**config.mk**
```make
export PLATFORM = sky130hd
export DESIGN_NAME = duty_gain_gen
export DESIGN_NICKNAME = d
export VERILOG_FILES = /design/src/rtl/dgg_pkg.sv /design/src/rtl/dgg_port_capture.sv /design/src/rtl/dgg_pattern_scanner.sv /design/src/rtl/dgg_gain_table.sv /design/src/rtl/duty_gain_gen.sv
export SDC_FILE = /design/constraint.sdc
export NUM_CORES = 1
export LEC_CHECK = 0
export ABC_CLOCK_PERIOD_IN_PS = 9900
export BUFFER_PORTS_ARGS = -buffer_cell sky130_fd_sc_hd__buf_2
export CORE_UTILIZATION = 58
export CTS_BUF_LIST = sky130_fd_sc_hd__clkbuf_2 sky130_fd_sc_hd__clkbuf_4 sky130_fd_sc_hd__clkbuf_8
export DETAILED_ROUTE_END_ITERATION = 16
export PLACE_DENSITY = 0.79
export REMOVE_ABC_BUFFERS = 1
export SLEW_MARGIN = 20
export SYNTH_ARGS = -nofsm -noshare
export SYNTH_HDL_FRONTEND = slang
export SYNTH_SLANG_ARGS = --single-unit
```
**constraint.sdc**
```tcl
create_clock -name clk -period 9.9 [get_ports clk]
set_input_delay 0.99 -clock clk [delete_from_list [all_inputs] [get_ports clk]]
set_output_delay 0.99 -clock clk [all_outputs]
set_load 0.01 [all_outputs]
```
**src/rtl/dgg_pkg.sv**
```systemverilog
package dgg_pkg;
  localparam int BYTE_W     = 8;
  localparam int DUTY_W     = 4;
  localparam int GAIN_W     = 8;
  localparam int LEVEL_W    = 3;
  localparam int CH_PER_GEN = 3;

  typedef enum logic [1:0] {SC_REQ, SC_LOAD, SC_BITS, SC_DONE} scan_st_t;

  // Percentage of the pattern covered by pos bits, truncated; with the
  // /4 scaling and 2 fraction bits the stored code equals this integer.
  function automatic logic [GAIN_W-1:0] pct_of(input int unsigned pos,
                                               input int unsigned total);
    int unsigned q;
    q = (pos * 100) / total;
    return q[GAIN_W-1:0];
  endfunction
endpackage

```
**src/rtl/dgg_port_capture.sv**
```systemverilog
module dgg_port_capture
  import dgg_pkg::*;
#(
  parameter bit OWNS_MUTE = 1'b1
) (
  input  logic                           clk,
  input  logic                           rst,
  input  logic                           wr_a,
  input  logic [BYTE_W-1:0]              data_a,
  input  logic                           wr_b,
  input  logic [BYTE_W-1:0]              data_b,
  output logic [CH_PER_GEN*DUTY_W-1:0]   duty_o,
  output logic [LEVEL_W-1:0]             level_o,
  output logic                           mute_o
);
  logic [DUTY_W-1:0]  duty_q [CH_PER_GEN];
  logic [LEVEL_W-1:0] level_q;
  logic               flag_q;

  always_ff @(posedge clk) begin
    if (rst) begin
      for (int c = 0; c < CH_PER_GEN; c++) duty_q[c] <= '0;
      level_q <= '0;
      flag_q  <= 1'b0;
    end else begin
      if (wr_a) begin
        duty_q[0] <= data_a[DUTY_W-1:0];
        duty_q[1] <= data_a[2*DUTY_W-1:DUTY_W];
      end
      if (wr_b) begin
        duty_q[2] <= data_b[DUTY_W-1:0];
        level_q   <= data_b[DUTY_W+LEVEL_W-1:DUTY_W];
        flag_q    <= data_b[BYTE_W-1];
      end
    end
  end

  for (genvar c = 0; c < CH_PER_GEN; c++) begin : g_flat
    assign duty_o[c*DUTY_W +: DUTY_W] = duty_q[c];
  end
  assign level_o = level_q;
  assign mute_o  = OWNS_MUTE ? flag_q : 1'b0;

  p_duty_hold_r1: assert property (@(posedge clk) disable iff (rst)
    !wr_a |=> $stable(duty_o[2*DUTY_W-1:0]));
  p_level_load_r2: assert property (@(posedge clk) disable iff (rst)
    wr_b |=> level_o == $past(data_b[DUTY_W+LEVEL_W-1:DUTY_W]));
endmodule

```
**src/rtl/dgg_pattern_scanner.sv**
```systemverilog
module dgg_pattern_scanner
  import dgg_pkg::*;
#(
  parameter int PATTERN_BYTES = 20,
  parameter int ENTRIES       = 16
) (
  input  logic                               clk,
  input  logic                               rst,
  output logic [$clog2(PATTERN_BYTES)-1:0]   rom_addr_o,
  input  logic [BYTE_W-1:0]                  rom_data_i,
  output logic                               wr_en_o,
  output logic [$clog2(ENTRIES)-1:0]         wr_idx_o,
  output logic [GAIN_W-1:0]                  wr_val_o,
  output logic                               done_o
);
  localparam int PATTERN_BITS = PATTERN_BYTES * BYTE_W;
  localparam int AW           = $clog2(PATTERN_BYTES);
  localparam int IW           = $clog2(ENTRIES);
  localparam int PW           = $clog2(PATTERN_BITS + 1);
  localparam int BW           = $clog2(BYTE_W);
  localparam int LAST_BYTE    = PATTERN_BYTES - 1;
  localparam int MAX_FALLS    = ENTRIES - 1;

  scan_st_t          st_q;
  logic [AW-1:0]     byte_q;
  logic [BW-1:0]     bit_q;
  logic [BYTE_W-1:0] sh_q;
  logic              prev_q;
  logic [IW-1:0]     falls_q;
  logic [PW-1:0]     pos_q;

  logic cur_bit, is_fall, take;

  always_comb begin
    cur_bit  = sh_q[BYTE_W-1];
    is_fall  = (st_q == SC_BITS) && prev_q && !cur_bit;
    take     = is_fall && (falls_q != IW'(MAX_FALLS));
    wr_en_o  = take;
    wr_idx_o = IW'(MAX_FALLS) - falls_q - IW'(1);
    wr_val_o = pct_of(32'(pos_q) + 32'd1, PATTERN_BITS);
  end

  assign rom_addr_o = byte_q;
  assign done_o     = (st_q == SC_DONE);

  always_ff @(posedge clk) begin
    if (rst) begin
      st_q    <= SC_REQ;
      byte_q  <= '0;
      bit_q   <= '0;
      sh_q    <= '0;
      prev_q  <= 1'b1;
      falls_q <= '0;
      pos_q   <= '0;
    end else begin
      unique case (st_q)
        SC_REQ:  st_q <= SC_LOAD;
        SC_LOAD: begin
          sh_q  <= rom_data_i;
          bit_q <= '0;
          st_q  <= SC_BITS;
        end
        SC_BITS: begin
          sh_q   <= {sh_q[BYTE_W-2:0], 1'b0};
          prev_q <= cur_bit;
          pos_q  <= pos_q + PW'(1);
          bit_q  <= bit_q + BW'(1);
          if (take) falls_q <= falls_q + IW'(1);
          if (bit_q == BW'(BYTE_W - 1)) begin
            if (byte_q == AW'(LAST_BYTE)) begin
              st_q <= SC_DONE;
            end else begin
              byte_q <= byte_q + AW'(1);
              st_q   <= SC_REQ;
            end
          end
        end
        default: st_q <= SC_DONE;
      endcase
    end
  end

  p_addr_range_r4: assert property (@(posedge clk) disable iff (rst)
    rom_addr_o < AW'(PATTERN_BYTES));
  p_pos_bound_r6: assert property (@(posedge clk) disable iff (rst)
    pos_q <= PW'(PATTERN_BITS));
  p_top_entry_kept_r5: assert property (@(posedge clk) disable iff (rst)
    wr_en_o |-> wr_idx_o != IW'(MAX_FALLS));
  p_done_sticky_r7: assert property (@(posedge clk) disable iff (rst)
    done_o |=> done_o);
endmodule

```
**src/rtl/dgg_gain_table.sv**
```systemverilog
module dgg_gain_table
  import dgg_pkg::*;
#(
  parameter int               ENTRIES   = 16,
  parameter int               READS     = 6,
  parameter logic [GAIN_W-1:0] UNREACHED = 8'd100
) (
  input  logic                              clk,
  input  logic                              rst,
  input  logic                              wr_en,
  input  logic [$clog2(ENTRIES)-1:0]        wr_idx,
  input  logic [GAIN_W-1:0]                 wr_val,
  input  logic [READS*$clog2(ENTRIES)-1:0]  rd_idx,
  output logic [READS*GAIN_W-1:0]           rd_val
);
  localparam int IW = $clog2(ENTRIES);

  logic [GAIN_W-1:0] tbl_q [ENTRIES];

  always_ff @(posedge clk) begin
    if (rst) begin
      for (int e = 0; e < ENTRIES; e++)
        tbl_q[e] <= (e == ENTRIES - 1) ? '0 : UNREACHED;
    end else if (wr_en) begin
      tbl_q[wr_idx] <= wr_val;
    end
  end

  for (genvar r = 0; r < READS; r++) begin : g_rd
    assign rd_val[r*GAIN_W +: GAIN_W] = tbl_q[rd_idx[r*IW +: IW]];
  end

  p_write_bound_r6: assert property (@(posedge clk) disable iff (rst)
    wr_en |-> wr_val <= UNREACHED);
endmodule

```
**src/rtl/duty_gain_gen.sv**
```systemverilog
module duty_gain_gen
  import dgg_pkg::*;
#(
  parameter int NUM_GEN       = 2,
  parameter int PATTERN_BYTES = 20
) (
  input  logic                                   clk,
  input  logic                                   rst,
  input  logic [NUM_GEN-1:0]                     wr_a,
  input  logic [NUM_GEN*BYTE_W-1:0]              data_a,
  input  logic [NUM_GEN-1:0]                     wr_b,
  input  logic [NUM_GEN*BYTE_W-1:0]              data_b,
  output logic [$clog2(PATTERN_BYTES)-1:0]       rom_addr,
  input  logic [BYTE_W-1:0]                      rom_data,
  output logic [NUM_GEN*CH_PER_GEN*GAIN_W-1:0]   gain_o,
  output logic [NUM_GEN*LEVEL_W-1:0]             level_o,
  output logic                                   table_ready
);
  localparam int NUM_CH       = NUM_GEN * CH_PER_GEN;
  localparam int ENTRIES      = 1 << DUTY_W;
  localparam int PATTERN_BITS = PATTERN_BYTES * BYTE_W;
  localparam logic [GAIN_W-1:0] UNREACHED = pct_of(PATTERN_BITS, PATTERN_BITS);
  localparam int GEN_DW       = CH_PER_GEN * DUTY_W;

  logic [NUM_CH*DUTY_W-1:0] duty_all;
  logic [NUM_GEN-1:0]       mute_vec;
  logic                     mute_any;
  logic                     wr_en;
  logic [DUTY_W-1:0]        wr_idx;
  logic [GAIN_W-1:0]        wr_val;
  logic [NUM_CH*GAIN_W-1:0] looked_up;
  logic [NUM_CH*GAIN_W-1:0] gain_q;

  for (genvar g = 0; g < NUM_GEN; g++) begin : g_gen
    dgg_port_capture #(.OWNS_MUTE(g == NUM_GEN - 1)) u_cap (
      .clk     (clk),
      .rst     (rst),
      .wr_a    (wr_a[g]),
      .data_a  (data_a[g*BYTE_W +: BYTE_W]),
      .wr_b    (wr_b[g]),
      .data_b  (data_b[g*BYTE_W +: BYTE_W]),
      .duty_o  (duty_all[g*GEN_DW +: GEN_DW]),
      .level_o (level_o[g*LEVEL_W +: LEVEL_W]),
      .mute_o  (mute_vec[g])
    );
  end

  assign mute_any = |mute_vec;

  dgg_pattern_scanner #(
    .PATTERN_BYTES (PATTERN_BYTES),
    .ENTRIES       (ENTRIES)
  ) u_scan (
    .clk        (clk),
    .rst        (rst),
    .rom_addr_o (rom_addr),
    .rom_data_i (rom_data),
    .wr_en_o    (wr_en),
    .wr_idx_o   (wr_idx),
    .wr_val_o   (wr_val),
    .done_o     (table_ready)
  );

  dgg_gain_table #(
    .ENTRIES   (ENTRIES),
    .READS     (NUM_CH),
    .UNREACHED (UNREACHED)
  ) u_tbl (
    .clk    (clk),
    .rst    (rst),
    .wr_en  (wr_en),
    .wr_idx (wr_idx),
    .wr_val (wr_val),
    .rd_idx (duty_all),
    .rd_val (looked_up)
  );

  always_ff @(posedge clk) begin
    if (rst) begin
      gain_q <= '0;
    end else begin
      for (int ch = 0; ch < NUM_CH; ch++)
        gain_q[ch*GAIN_W +: GAIN_W] <= (table_ready && !mute_any)
                                       ? looked_up[ch*GAIN_W +: GAIN_W] : '0;
    end
  end

  assign gain_o = gain_q;

  p_silent_until_ready_r7: assert property (@(posedge clk) disable iff (rst)
    !table_ready |-> gain_o == '0);
  p_mute_silences_r3: assert property (@(posedge clk) disable iff (rst)
    mute_any |=> gain_o == '0);
endmodule

```
==> results.json, run 1 <==
{
  "layout_setup_ws_ns": -0.5165,
  "worstSkewPairLatency_ns": 0.58,
  "synth_cell_types": 99,
  "clock-root-buffer": "clkbuf_8",
  "clk_transition_reported_paths_ns": 0.07,
  "tritoncts_clock_tree": "yes",
  "critical_path_launch_point": "u_scan.pos_q[0]",
  "final.fill_count": 1985,
  "end_kind": "register",
  "synth_area_per_cell_um2": 11.72,
  "dp_wirelength_um": 39390,
  "cpPeakStageDelay_ns": 0.54,
  "hold_violations": 0,
  "combinational_family_with_the_most_area_after_synthesis": "multiplexers",
  "final-seq-area_mm2": 0.006290,
  "synthFlopType": "edfxtp_1",
  "detailedRoute.firstPassIterationCount": 6,
  "fin_crit_sh_pct": 105.2,
  "post_synth_xor_area_fraction_pct": 3.101,
  "multiInputGateArea_mm2": 0.01268,
  "drt_iter0_drc": 2396,
  "cpMostUsedCell": "buf_6",
  "async_reset_ff_share_pct": 0,
  "finalSetupViolations": 32,
  "clk_path_buf_depth": 3,
  "initial_utilization_pct": 59.07,
  "max_freq_ghz": 0.09600,
  "grt_pass1_vias": 16568,
  "gp_routability_congestion": 0.9737,
  "yosysMostFrequentCell": "mux4_2",
  "vdd_drop_max_mv": 0.09250,
  "setup_repair_after_global_routing_missed_its_margin": "yes",
  "remaining_overflow_grt": 0,
  "final.setup.tns_ns": -12.09,
  "clock_skew_ns": 0.05964,
  "yosys.area_share.adder_pct": 3.450,
  "coreArea_mm2": 0.03156,
  "maxSlewHeadroom_pct": 26.79,
  "wire_length_of_the_first_global_routing_pass_um": 90820,
  "io_buf_count": 104,
  "synth.mux.area_fraction_pct": 30.78,
  "cellPowerDensity_mw_per_mm2": 128.8,
  "holdCritPathClass": "register to register",
  "total_routing_usage_reported_by_global_routing_pct": 35.71,
  "min-delay-start": "u_scan.bit_q[2]",
  "wl_per_cell_um": 25.00,
  "worst-endpoint-required_ns": 10.26,
  "ant_nets": 0,
  "p_leak_uw": 0.008425,
  "vias": 16534,
  "detailed_route_drc_error_count": 0,
  "final.min_clock_period_ns": 10.42,
  "post_synth_and_or_nand_nor_area_fraction_pct": 15.14,
  "post_drt_via_cell_ratio": 7.063,
  "fp.dieW_um": 181.3,
  "share_of_cells_above_drive_strength_1_pct": 45.49,
  "utilization_pct": 73.44,
  "total_of_flip_flops_plus_latches_after_synthesis": 238,
  "max-cap-violations": 0,
  "htreeDepth": 2,
  "crit_path_start_kind": "register",
  "sequential_element_share_of_the_synthesized_area_pct": 33.72,
  "design.final.nets": 2002,
  "status": "finished with violations",
  "overall_routed_net_length_um": 58530,
  "cts-buffers-inserted": 40,
  "setup_crit_path_kind": "register to register",
  "failed_checks": "setup timing",
  "source_of_the_worst_register_to_register_timing_path": "u_scan.pos_q[0]",
  "yosys-top-cells-area": "mux4_2 29%, edfxtp_1 24%, dfxtp_1 9.2%, nor2_1 3.8%, ha_1 3.0%",
  "cell_row_count": 65,
  "areaGrowthSynthToFinish_pct": 24.32,
  "io-pin-count": 106,
  "minimum_setup_slack_after_placement_ns": -0.7235,
  "die_height_um": 181.3,
  "synth_top_cell_area_share_pct": 29.00,
  "synth_enable_flop_cells": 152,
  "synth-warning-count": 0,
  "synthesis.instances": 1590,
  "path_max_fanout": 16,
  "synth_compound_gate_area_share_pct": 10.83,
  "maxSlewViolCount": 0,
  "tritoncts_num_sinks": 238,
  "mappedNetlistArea_mm2": 0.01864,
  "largest_net_degree_at_the_start_of_global_routing": 63,
  "actual_transition_at_the_worst_max_transition_pin_ns": 1.098,
  "arrival_time_reported_for_the_critical_path_endpoint_ns": 10.78,
  "dieArea_mm2": 0.03286,
  "antenna_found_initial": 0,
  "yosys-top-cells-count": "240 x mux4_2, 190 x nor2_1, 152 x edfxtp_1",
  "num_antenna_cells": 0,
  "netlist.top_cell.by_area": "mux4_2",
  "critical_path.slowest_cell": "fa_1"
}
==> timing repair <==
item | 4_1_cts | 5_1_grt
pin swaps | 35 | 16
resized for setup | 120 | 73
gates cloned | 2 | 0
endpoints found under the setup margin | 32 | 48
hold buffers | 0 | 0
buffers inserted | 21 | 6
==> flip-flops by register name, indices dropped and copies added (netlist names) <==
signal and flops:
g_gen.u_cap.level_o 6, u_scan.falls_q 4, u_scan.pos_q 8, u_scan.sh_q 8, u_scan.st_q 2, u_tbl.tbl_q 128
g_gen.u_cap.mute_o 1, u_scan.bit_q 3, u_scan.prev_q 1, gain_o 48, u_scan.rom_addr_o 5, g_gen.u_cap.duty_q 24
==> area by class of cell <==
class	instances	area share [%]
Tap cell	402	2.171
Inverter	22	0.3564
Clock buffer	46	2.570
Timing Repair Buffer	389	12.03
Clock inverter	28	0.9881
Multi-Input combinational cell	1216	54.74
Sequential cell	238	27.14
==> power by group <==
part | internal, uW | switching (uW) | leakage (uW) | total (uW)
clock | 488 | 448 | 0.000406 | 936
sequential | 1120 | 83.2 | 0.00212 | 1200
combinational | 408 | 443 | 0.00590 | 851
total | 2010 | 974 | 0.00843 | 2990
==> cell usage in the layout, fill, tap and decap left out, types with 9 or more instances in the layout <==
master    count
a211oi_1      9
a211oi_2     11
a21oi_1      52
a21oi_2       9
and2_1       31
and3_1       11
buf_2       104
buf_4       268
buf_6        11
clkbuf_8     40
clkinv_1     13
dfxtp_1      83
edfxtp_1    152
ha_1         38
inv_1        20
mux2i_1      23
mux4_2      240
nand2_1     103
nand2b_1     27
nand3_1      43
nor2_1      178
nor2b_1      52
nor3_1       16
o211ai_1      9
o21ai_0      19
or2_2        10
xnor2_1      28
xor2_1       29
==> cells by family after synthesis <==
kind of cell / after synthesis
XOR/XNOR: 66
flip-flops: 238
adder cells (fa/ha/maj): 49
AND/OR/NAND/NOR: 567
multiplexers: 272
buffers and inverters: 136
AO/OA/AOI/OAI: 262
==> path summary, 6_finish.rpt <==
| check | endpoint | slack [ns] | cells after the start |
|---|---|---|---|
| setup / recovery | u_tbl.tbl_q[7][0] | -0.52 | 45 |
| hold / removal | u_scan.bit_q[2] | 0.48 | 2 |
| setup reg to reg | u_tbl.tbl_q[7][0] | -0.52 | 45 |
| hold reg to reg | u_scan.bit_q[2] | 0.48 | 2 |
==> through the flow <==
step	power, uW	cells	hold slack (ns)	area, um2
5_1_grt	3072	2341	0.4953	23170
3_5_place_dp	1994	2239	0.4700	21170
3_3_place_gp	1954	2239	0.4544	21170
2_1_floorplan	1724	1476	0.4397	18170
6_report	2985	2341	0.4816	23170
4_1_cts	2934	2335	0.4789	22760
==> layer usage <==
layer | vias to the layer above | GRT usage, % | part of all wire (%)
met5 | - | 0 | 0
met4 | 0 | 18.51 | 6.1
met3 | 330 | 8.547 | 11
met2 | 1311 | 61.89 | 50
met1 | 7992 | 41.11 | 33
li1 | 6901 | - | -
==> worst max-delay path, delay by kind of cell (launching register included) <==
family | cells | cell delay (ns)
simple gates | 17 | 3.67
fa+ha+maj | 5 | 1.56
buf+inv | 8 | 0.95
compound gates | 13 | 3.36
flops | 1 | 0.37
xor+xnor | 2 | 0.30
Note: power is estimated with default switching activity, not from simulation.
==> run 2: changes to the inputs <==
==> constraint.sdc (replaced) <==
create_clock -name clk -period 9.9 [get_ports clk]
set_input_delay 0.495 -clock clk [delete_from_list [all_inputs] [get_ports clk]]
set_output_delay 0.495 -clock clk [all_outputs]
set_load 0.01 [all_outputs]
==> results.json, run 2 (synthesized netlist as in run 1, its figures left out) <==
{
  "vias": 16786,
  "remaining_overflow_grt": 0,
  "tritoncts_num_sinks": 238,
  "areaGrowthSynthToFinish_pct": 26.37,
  "setup_repair_after_global_routing_missed_its_margin": "yes",
  "io-pin-count": 106,
  "dieArea_mm2": 0.03286,
  "total_routing_usage_reported_by_global_routing_pct": 36.47,
  "ant_nets": 0,
  "final.min_clock_period_ns": 10.57,
  "largest_register_ffs": 128,
  "cell_row_count": 65,
  "initial_utilization_pct": 59.07,
  "worstSkewPairLatency_ns": 0.57,
  "hold_violations": 0,
  "clk_transition_reported_paths_ns": 0.07,
  "finish.cell_count_without_fillers": 2367,
  "grt_pass1_vias": 16431,
  "cpMostUsedCell": "buf_4",
  "worst-endpoint-required_ns": 10.27,
  "vdd_drop_max_mv": 0.09609,
  "critical_path.slowest_cell": "dfxtp_1",
  "wire_length_of_the_first_global_routing_pass_um": 92070,
  "maxSlewHeadroom_pct": 30.14,
  "finalSetupViolations": 32,
  "end_kind": "register",
  "layout_setup_ws_ns": -0.6682,
  "clock_skew_ns": 0.03676,
  "max-cap-violations": 0,
  "die_height_um": 181.3,
  "utilization_pct": 74.65,
  "overall_routed_net_length_um": 60980,
  "final.fill_count": 1861,
  "path_max_fanout": 8,
  "cts-buffers-inserted": 39,
  "maxSlewViolCount": 0,
  "holdCritPathClass": "primary input to register",
  "placed_cells_incl_taps": 2249,
  "htreeDepth": 2,
  "gp_routability_congestion": 0.9472,
  "final.setup.tns_ns": -18.18,
  "detailedRoute.firstPassIterationCount": 6,
  "arrival_time_reported_for_the_critical_path_endpoint_ns": 10.94,
  "crit_path_start_kind": "register",
  "most_flops_register": "u_tbl.tbl_q",
  "io_buf_count": 104,
  "fin_crit_sh_pct": 106.7,
  "worst-path-buf-inv": 7,
  "detailed_route_drc_error_count": 0,
  "clk_path_buf_depth": 3,
  "fp.dieW_um": 181.3,
  "dp_wirelength_um": 39930,
  "failed_checks": "setup timing",
  "most_frequent_standard_cell_in_the_layout_excluding_fill_and_tap_cells": "buf_4",
  "largest_net_degree_at_the_start_of_global_routing": 63,
  "p_leak_uw": 0.008609,
  "minimum_setup_slack_after_placement_ns": -0.7887,
  "status": "finished with violations",
  "cellPowerDensity_mw_per_mm2": 128.0,
  "drt_iter0_drc": 2387,
  "post_drt_via_cell_ratio": 7.092,
  "clock-root-buffer": "clkbuf_8",
  "design.final.nets": 2028,
  "power_uw": 3015,
  "actual_transition_at_the_worst_max_transition_pin_ns": 1.048,
  "share_of_cells_above_drive_strength_1_pct": 47.22,
  "holdBufCountCts": 0,
  "max_freq_ghz": 0.09462,
  "timing.critical_path.max_delay_family": "compound AO/OA/AOI/OAI gates",
  "setup_crit_path_kind": "register to register",
  "antenna_found_initial": 1,
  "final_cell_mix": "295 x buf_4, 240 x mux4_2, 181 x nor2_1",
  "cpPeakStageDelay_ns": 0.64,
  "tritoncts_clock_tree": "yes",
  "wl_per_cell_um": 25.76,
  "coreArea_mm2": 0.03156
}
[run 2: cell types whose count changed in the layout (fill, tap and decap cells not counted), sizes merged]
cell and delta:
buf +27, clkbuf +6, clkinvlp -4, clkinv -3, diode +2, bufinv -1, inv -1
[run 2: worst register-to-register path, delay by kind of cell (launching register included)]
family | cells | cell delay [ns]
buffers and inverters | 7 | 1.15
flip-flops | 1 | 0.64
AO/OA/AOI/OAI | 19 | 4.40
XOR/XNOR | 2 | 0.40
AND/OR/NAND/NOR | 10 | 2.47
adder cells (fa/ha/maj) | 4 | 1.36
[run 2: path summary, 6_finish.rpt]
| check | start | end | slack, ns | cells past startpoint |
|---|---|---|---|---|
| max reg2reg | u_scan.pos_q[3] | u_tbl.tbl_q[0][0] | -0.67 | 42 |
| min reg2reg | u_scan.sh_q[0] | u_scan.sh_q[0] | 0.48 | 2 |
| max | u_scan.pos_q[3] | u_tbl.tbl_q[0][0] | -0.67 | 42 |
| min | data_b[6] | g_gen[0].u_cap.level_o[2] | 0.17 | 3 |
[run 2: cell type report]
| class | instances | area, um2 | area share, % |
|---|---|---|---|
| Clock inverter | 19 | 145.1 | 0.6162 |
| Sequential cell | 238 | 6290 | 26.70 |
| Antenna cell | 2 | 5.005 | 0.02125 |
| Clock buffer | 52 | 653.1 | 2.773 |
| Timing Repair Buffer | 416 | 3000 | 12.74 |
| Tap cell | 402 | 503.0 | 2.135 |
| Inverter | 22 | 87.58 | 0.3718 |
| Multi-Input combinational cell | 1216 | 12870 | 54.64 |
[run 2: power by group]
part	total, uW	switching (uW)	internal, uW
registers	1200	82.3	1120
clock network	913	428	485
logic	904	474	430
total	3020	984	2030
[run 2: stage by stage]
step           hold slack [ns]  instance area, um2
2_1_floorplan           0.4397               18170
3_3_place_gp            0.4547               21230
3_5_place_dp            0.4714               21230
4_1_cts                 0.1701               22870
5_1_grt                 0.1785               23550
6_report                0.1718               23560
[run 2: layer usage]
metal  vias to the layer above  global-route usage (%)  wire length [um]
li1                       6943                       -                 -
met1                      8033                   42.56             19500
met2                      1461                   62.22             30320
met3                       349                   9.333              7427
met4                         0                   18.75              3726
met5                         -                       0                 0
[run 2: repair_timing]
action                     CTS  global route
setup endpoints to repair   32            48
setup buffers               25            19
gates cloned                 1             1
gates resized for setup    129            90
pin swaps                   62            43
